$ cat src/rtl/mlpwm_pkg.sv
// Shared types for the multicarrier comparator.
// Assumes carriers are numbered from the lowest band upward.
package mlpwm_pkg;

    // Carrier placement scheme selected at run time.
    typedef enum logic [1:0] {
        DISPO_INPHASE   = 2'd0,
        DISPO_OPPOSED   = 2'd1,
        DISPO_ALTERNATE = 2'd2,
        DISPO_SPARE     = 2'd3
    } dispo_e;

    // True when carrier idx runs from the top of its band downward.
    function automatic logic carrier_flipped(input int idx, input int half, input dispo_e m);
        case (m)
            DISPO_OPPOSED:   return (idx < half);
            DISPO_ALTERNATE: return ((idx % 2) == 1);
            default:         return 1'b0;
        endcase
    endfunction

endpackage

$ cat src/rtl/mlpwm_tri_gen.sv
// Triangle offset generator for one mirrored carrier pair.
// A prescaler counts d+1 clocks per step, and the offset ramps 0..2^BAND_W..0.
// The mode and divider are reloaded only at the period boundary
// (the step that leaves 0 going up). Assumes the reset lasts at least one clock.
module mlpwm_tri_gen
    import mlpwm_pkg::*;
#(
    parameter int BAND_W = 6,
    parameter int DIV_W  = 8,
    localparam int TRI_W = BAND_W + 1
) (
    input  logic             clk,
    input  logic             rst_n,
    input  logic [DIV_W-1:0] div_i,
    input  dispo_e           mode_i,
    output logic [TRI_W-1:0] tri_o,
    output dispo_e           mode_o
);

    localparam int SPAN = 1 << BAND_W;
    localparam logic [TRI_W-1:0] TOP_V  = TRI_W'(SPAN);
    localparam logic [TRI_W-1:0] LAST_V = TRI_W'(SPAN - 1);
    localparam logic [TRI_W-1:0] ONE_V  = TRI_W'(1);

    logic [DIV_W-1:0] pre_q;
    logic [DIV_W-1:0] div_q;
    logic [TRI_W-1:0] tri_q;
    logic             rise_q;
    dispo_e           mode_q;
    logic             tick;
    logic             boundary;
    logic             armed_q;

    assign tick     = (pre_q == div_q);
    assign boundary = tick && rise_q && (tri_q == '0);

    // Prescaler: counts clocks between offset steps.
    always_ff @(posedge clk) begin
        if (!rst_n)    pre_q <= '0;
        else if (tick) pre_q <= '0;
        else           pre_q <= pre_q + DIV_W'(1);
    end

    // Offset ramp: one step per tick, turning at the top and at the bottom.
    always_ff @(posedge clk) begin
        if (!rst_n) begin
            tri_q  <= '0;
            rise_q <= 1'b1;
        end else if (tick) begin
            if (rise_q) begin
                tri_q <= tri_q + ONE_V;
                if (tri_q == LAST_V) rise_q <= 1'b0;
            end else begin
                tri_q <= tri_q - ONE_V;
                if (tri_q == ONE_V) rise_q <= 1'b1;
            end
        end
    end

    // Settings latch: takes the mode and divider at reset or at a period boundary.
    always_ff @(posedge clk) begin
        if (!rst_n || boundary) begin
            mode_q <= mode_i;
            div_q  <= div_i;
        end
    end

    // Assertion arming: blocks $past until one cycle after reset.
    always_ff @(posedge clk) begin
        if (!rst_n) armed_q <= 1'b0;
        else        armed_q <= 1'b1;
    end

    assign tri_o  = tri_q;
    assign mode_o = mode_q;


    tri_bound_chk: assert property (@(posedge clk) disable iff (!rst_n || !armed_q)
        tri_q <= TOP_V);


    tri_step_chk: assert property (@(posedge clk) disable iff (!rst_n || !armed_q)
        (tri_q == $past(tri_q)) || (tri_q == $past(tri_q) + ONE_V) || (tri_q == $past(tri_q) - ONE_V));


    turn_top_chk: assert property (@(posedge clk) disable iff (!rst_n || !armed_q)
        $fell(rise_q) |-> (tri_q == TOP_V));


    mode_hold_chk: assert property (@(posedge clk) disable iff (!rst_n || !armed_q)
        !$stable(mode_q) |-> (tri_q == ONE_V && rise_q));


    div_hold_chk: assert property (@(posedge clk) disable iff (!rst_n || !armed_q)
        !$stable(div_q) |-> (tri_q == ONE_V && rise_q));

endmodule

$ cat src/rtl/mlpwm_level_enc.sv
// Level encoder: counts the set comparison bits and removes the mid-stack offset.
// Assumes an even number of carriers, so that the index is symmetric about zero.
module mlpwm_level_enc #(
    parameter int NUM_CARRIERS = 8,
    localparam int LVL_W = $clog2(NUM_CARRIERS) + 1
) (
    input  logic [NUM_CARRIERS-1:0] hit_i,
    output logic signed [LVL_W-1:0] level_o
);

    localparam int HALF = NUM_CARRIERS / 2;

    logic [LVL_W-1:0] ones;

    // Population count of the comparison vector.
    always_comb begin
        ones = '0;
        for (int i = 0; i < NUM_CARRIERS; i++) begin
            ones = ones + LVL_W'(hit_i[i]);
        end
    end

    assign level_o = ones - LVL_W'(HALF);

endmodule

$ cat src/rtl/mlpwm_band_cmp.sv
// Band comparator: builds each carrier value from its band base, its pair's
// offset and its placement, compares it strictly against the reference, and
// registers the bits with the level index. Carrier k uses pair k or N-1-k.
module mlpwm_band_cmp
    import mlpwm_pkg::*;
#(
    parameter int NUM_CARRIERS = 8,
    parameter int BAND_W       = 6,
    localparam int NUM_PAIRS   = NUM_CARRIERS / 2,
    localparam int TRI_W       = BAND_W + 1,
    localparam int LVL_W       = $clog2(NUM_CARRIERS) + 1,
    localparam int REF_W       = BAND_W + LVL_W
) (
    input  logic                                clk,
    input  logic                                rst_n,
    input  logic signed [REF_W-1:0]             sample_i,
    input  logic [NUM_PAIRS-1:0][TRI_W-1:0]     tri_i,
    input  dispo_e [NUM_PAIRS-1:0]              mode_i,
    output logic [NUM_CARRIERS-1:0]             cmp_o,
    output logic signed [LVL_W-1:0]             level_o
);

    localparam int HALF  = NUM_CARRIERS / 2;
    localparam int SPAN  = 1 << BAND_W;
    localparam int CAR_W = REF_W + 1;
    localparam logic signed [CAR_W-1:0] TOP_V = CAR_W'(HALF * SPAN);
    localparam logic signed [CAR_W-1:0] BOT_V = CAR_W'(-HALF * SPAN);
    localparam logic [NUM_CARRIERS-1:0] ONE_V = NUM_CARRIERS'(1);

    logic signed [CAR_W-1:0]   sample_ext;
    logic [NUM_CARRIERS-1:0]   hit;
    logic signed [LVL_W-1:0]   lvl_d;
    logic [NUM_CARRIERS-1:0]   cmp_q;
    logic signed [LVL_W-1:0]   level_q;
    logic                      armed_q;

    assign sample_ext = {sample_i[REF_W-1], sample_i};

    for (genvar k = 0; k < NUM_CARRIERS; k++) begin : g_car
        localparam int PAIR = (k < HALF) ? k : (NUM_CARRIERS - 1 - k);
        localparam int BASE = (k - HALF) * SPAN;
        logic [TRI_W-1:0]        off;
        logic signed [CAR_W-1:0] car;
        assign off    = carrier_flipped(k, HALF, mode_i[PAIR]) ? (TRI_W'(SPAN) - tri_i[PAIR]) : tri_i[PAIR];
        assign car    = CAR_W'(BASE) + CAR_W'(off);
        assign hit[k] = (sample_ext > car);
    end

    mlpwm_level_enc #(.NUM_CARRIERS(NUM_CARRIERS)) u_lvl (
        .hit_i   (hit),
        .level_o (lvl_d)
    );

    // Output register: the comparison bits and the level move together.
    always_ff @(posedge clk) begin
        if (!rst_n) begin
            cmp_q   <= '0;
            level_q <= LVL_W'(-HALF);
        end else begin
            cmp_q   <= hit;
            level_q <= lvl_d;
        end
    end

    // Assertion arming: blocks $past until one cycle after reset.
    always_ff @(posedge clk) begin
        if (!rst_n) armed_q <= 1'b0;
        else        armed_q <= 1'b1;
    end

    assign cmp_o   = cmp_q;
    assign level_o = level_q;


    thermo_chk: assert property (@(posedge clk) disable iff (!rst_n || !armed_q)
        (cmp_q & (cmp_q + ONE_V)) == '0);


    level_range_chk: assert property (@(posedge clk) disable iff (!rst_n || !armed_q)
        (level_q >= -HALF) && (level_q <= HALF));


    sat_high_chk: assert property (@(posedge clk) disable iff (!rst_n || !armed_q)
        $past(sample_ext > TOP_V) |-> (cmp_q == '1 && level_q == HALF));


    sat_low_chk: assert property (@(posedge clk) disable iff (!rst_n || !armed_q)
        $past(sample_ext <= BOT_V) |-> (cmp_q == '0 && level_q == -HALF));

endmodule

$ cat src/rtl/mlpwm_carrier_cmp.sv
// Top of the nine-level multicarrier comparator.
// It holds one triangle generator per mirrored carrier pair and one shared band
// comparator. Assumes NUM_CARRIERS is even and the reference is a two's-complement
// sample scaled so that +/-HALF*2^BAND_W is full scale.
module mlpwm_carrier_cmp
    import mlpwm_pkg::*;
#(
    parameter int NUM_CARRIERS = 8,
    parameter int BAND_W       = 6,
    parameter int DIV_W        = 8,
    localparam int NUM_PAIRS   = NUM_CARRIERS / 2,
    localparam int LVL_W       = $clog2(NUM_CARRIERS) + 1,
    localparam int REF_W       = BAND_W + LVL_W,
    localparam int TRI_W       = BAND_W + 1
) (
    input  logic                          clk,
    input  logic                          rst_n,
    input  logic [1:0]                    mode_i,
    input  logic [NUM_PAIRS*DIV_W-1:0]    pair_div_i,
    input  logic signed [REF_W-1:0]       sample_i,
    output logic [NUM_CARRIERS-1:0]       cmp_o,
    output logic signed [LVL_W-1:0]       level_o
);

    dispo_e                          mode_sel;
    logic [NUM_PAIRS-1:0][TRI_W-1:0] tri_bus;
    dispo_e [NUM_PAIRS-1:0]          mode_bus;

    assign mode_sel = dispo_e'(mode_i);

    for (genvar p = 0; p < NUM_PAIRS; p++) begin : g_pair
        mlpwm_tri_gen #(.BAND_W(BAND_W), .DIV_W(DIV_W)) u_gen (
            .clk    (clk),
            .rst_n  (rst_n),
            .div_i  (pair_div_i[p*DIV_W +: DIV_W]),
            .mode_i (mode_sel),
            .tri_o  (tri_bus[p]),
            .mode_o (mode_bus[p])
        );
    end

    mlpwm_band_cmp #(.NUM_CARRIERS(NUM_CARRIERS), .BAND_W(BAND_W)) u_cmp (
        .clk      (clk),
        .rst_n    (rst_n),
        .sample_i (sample_i),
        .tri_i    (tri_bus),
        .mode_i   (mode_bus),
        .cmp_o    (cmp_o),
        .level_o  (level_o)
    );

endmodule

$ cat config.mk
export PLATFORM = sky130hd
export DESIGN_NAME = mlpwm_carrier_cmp
export DESIGN_NICKNAME = d
export VERILOG_FILES = /design/src/rtl/mlpwm_pkg.sv /design/src/rtl/mlpwm_tri_gen.sv /design/src/rtl/mlpwm_level_enc.sv /design/src/rtl/mlpwm_band_cmp.sv /design/src/rtl/mlpwm_carrier_cmp.sv
export SDC_FILE = /design/constraint.sdc
export NUM_CORES = 1
export LEC_CHECK = 0
export ABC_AREA = 0
export BUFFER_PORTS_ARGS = -buffer_cell sky130_fd_sc_hd__buf_2
export CAP_MARGIN = 20
export CORE_MARGIN = 10
export CORE_UTILIZATION = 45
export CTS_CLUSTER_DIAMETER = 150
export DETAILED_ROUTE_END_ITERATION = 7
export HOLD_SLACK_MARGIN = 0.12
export PLACE_DENSITY_LB_ADDON = 0.05
export SKIP_LAST_GASP = 1
export SLEW_MARGIN = 20
export SYNTH_ARGS = -nofsm -noshare
export SYNTH_HDL_FRONTEND = slang
export SYNTH_SLANG_ARGS = --single-unit
$ cat constraint.sdc
create_clock -name clk -period 11.45 [get_ports clk]
set_input_delay 0.5725 -clock clk [delete_from_list [all_inputs] [get_ports clk]]
set_output_delay 0.5725 -clock clk [all_outputs]
set_load 0.03 [all_outputs]
==> impl_metrics.yaml <==
status:
  outcome: "completed"
logic_synthesis:
  syn_nets: 912
  syn_area_mm2: 0.00745
  async_reset_ff_share_pct: 0
  synthTopCellsByArea: "dfxtp_1 20%, edfxtp_1 16%, ha_1 13%"
  ys_top_cells_by_count: "79 x ha_1, 76 x dfxtp_1, 68 x xnor2_1"
  syn_inst: 782
  ys.flop_type: "dfxtp_1"
  synth_seq_cells: 116
  synth.avg_cell_area_um2: 9.53
  yosysMostFrequentCell: "ha_1"
  yosys.cell_types.count: 65
  netlist.area_leader.share_pct: 20.4
  synth_seq_area_share_pct: 36.5
  synth_edf_count: 40
  yosys.area.top_type: "dfxtp_1"
  yosys_warnings: 0
finish:
  final_area_mm2: 0.00847
  areaGrowthSynthToFinish_pct: 13.7
  final_nets: 953
  drive_gt1_share_pct: 12.6
  antennaDiodeCount: 0
timing:
  final.setup_skew_ns: 0.00968
  tns_ns: 0
  min_period_over_period_pct: 47.2
  fmax_mhz: 185
  setup_viol: 0
  fin_crit_ns: 5.40
  slew_violations: 0
  finalHoldViolations: 0
  maxSlewHeadroom_pct: 37.2
  rsz0062_at_grt: "false"
  tightest_slew_ns: 0.937
detailed_routing:
  via_per_inst: 5.57
  drtAntennaViolNets: 0
  vias: 5862
  drtPass1Iterations: 5
  drc_errors: 0
  wire_per_inst_um: 16.5
  wl_mm: 17.3
  drt_iter0_markers: 347
place:
  placed_area_mm2: 0.00787
  gp_congestion: 0.899
  io_buffers: 57
  place_hpwl_mm: 12.7
worst_setup_path:
  crit_type: "flop to flop"
  crit_path_start_kind: "flop"
  worstPathArrival_ns: 5.65
  required_ns: 11.70
  critical_path.max_fanout: 7
  end_kind: "flop"
floorplan:
  io_pins: 58
  die_w_um: 149
  die_height_um: 149
  core-area_mm2: 0.0161
  fp-row-count: 46
  initial_core_util_pct: 46.4
  die-area_mm2: 0.0221
global_route:
  grt_util_all_layers_pct: 16.0
  grt_max_degree: 47
  grt_first_pass_wirelength_mm: 29.0
  grt_pass1_vias: 5814
  antenna_found_initial: 0
  grt-ovfl-total: 0
clock_network:
  clk_pin_slew_ns: 0.06
  cts-root-buf: "clkbuf_16"
  numCtsBuffers: 17
  clockBufferDepth: 2
  clock_latency_ns: 0.41
  cts_resized: 0
  htree_num_levels: 4
  cts_setup_buffers: 0
  numClockSinks: 116
  hold_buffers: 0
  cts_tree: "done"
worst_hold_path:
  hp-class: "primary input to flop"
power:
  p_per_area_mw_per_mm2: 137
  ir_drop_uv: 175
  p_leak_nw: 3.25
flow_run:
  cap_violations: 0
[final timing paths]
kind,endpoint,cells after the start,start,slack [ns]
worst max-delay path,u_cmp.level_o[2],16,g_pair[3].u_gen.mode_o[0],6.05
worst max register to register,u_cmp.level_o[2],16,g_pair[3].u_gen.mode_o[0],6.05
worst min-delay path,g_pair[3].u_gen.div_q[3],1,pair_div_i[27],0.33
worst min register to register,g_pair[3].u_gen.tri_o[6],2,g_pair[3].u_gen.tri_o[6],0.50
[final cells by class]
cell class                      count  area [µm²]
Clock buffer                       20         447
Multi-Input combinational cell    594        4440
Tap cell                          216         270
Fill cell                        1444        7580
Inverter                           34         128
Timing Repair Buffer               60         305
Sequential cell                   116        2720
Clock inverter                     12         158
[cells in the final DEF, fill, tap and decap left out, drive strengths merged, types with 7 or more instances in the layout]
cell / n
xor2: 27
a21oi: 49
buf: 60
or4: 12
o21ai: 23
or3: 9
nand3: 34
nor3: 11
ha: 79
edfxtp: 40
nor2: 62
mux2i: 12
inv: 34
and3: 18
a211oi: 9
nand4: 25
clkbuf: 20
nor2b: 8
nand2b: 10
nor4: 7
o311ai: 9
a21o: 7
dfxtp: 76
xnor2: 68
nand2: 28
o31ai: 21
[critical path, stage by stage (launching register included)]
cell and delay [ns]:
edfxtp_1 0.38, xnor2_1 0.48, nor2_1 0.13, xnor2_1 0.39
ha_1 0.37, nand4_1 0.14, a211oi_1 0.08, a2111oi_2 0.48
mux2_2 0.40, fa_1 0.46, fa_1 0.57, inv_1 0.06
fa_1 0.47, ha_1 0.22, fa_1 0.38, xor2_1 0.16
nand2_1 0.08
[routing by layer]
metal / wire length [µm] / GRT usage (%)
met1: 8410 / 21.3
met2: 7890 / 24.9
met3: 807 / 3.97
met4: 206 / 4.66
met5: 0 / 0
[power breakdown]
part | internal (mW) | switching, mW
clock | 0.348 | 0.189
sequential | 0.448 | 0.0111
combinational | 0.0643 | 0.0977
[kinds of logic (layout without fill, tap and decap cells)]
logic type | count (synthesis) | count (layout) | synth area share [%]
AOI/OAI and AO/OA | 152 | 152 | 13.6
xor gates and xnor gates | 95 | 95 | 11.2
adders and majority gates | 84 | 84 | 14.6
buffers and inverters | 72 | 126 | 4.00
DFF | 116 | 116 | 36.5
muxes | 14 | 14 | 1.91
and+or+nand+nor | 249 | 249 | 18.2
[flip-flops by register name, summed over array words and instances (netlist names)]
register and flops:
g_pair.u_gen.div_q 32, g_pair.u_gen.rise_q 4, g_pair.u_gen.mode_o 8, g_pair.u_gen.pre_q 32, u_cmp.cmp_o 8, g_pair.u_gen.tri_o 28
u_cmp.level_o 4
[per-stage QoR]
| step | setup WS, ns | power, mW | std cells | util (%) | hold slack [ns] |
|---|---|---|---|---|---|
| floorplan | 6.59 | 0.579 | 782 | - | 0.460 |
| global placement | 6.39 | 0.622 | 1019 | 49.0 | 0.478 |
| detailed placement | 6.10 | 0.631 | 1020 | 49.0 | 0.492 |
| CTS | 6.07 | 1.17 | 1052 | 52.8 | 0.308 |
| global route | 5.80 | 1.22 | 1052 | 52.8 | 0.306 |
| finish | 6.05 | 1.16 | 1052 | 52.8 | 0.328 |
Note: power is estimated with default switching activity, not from simulation.
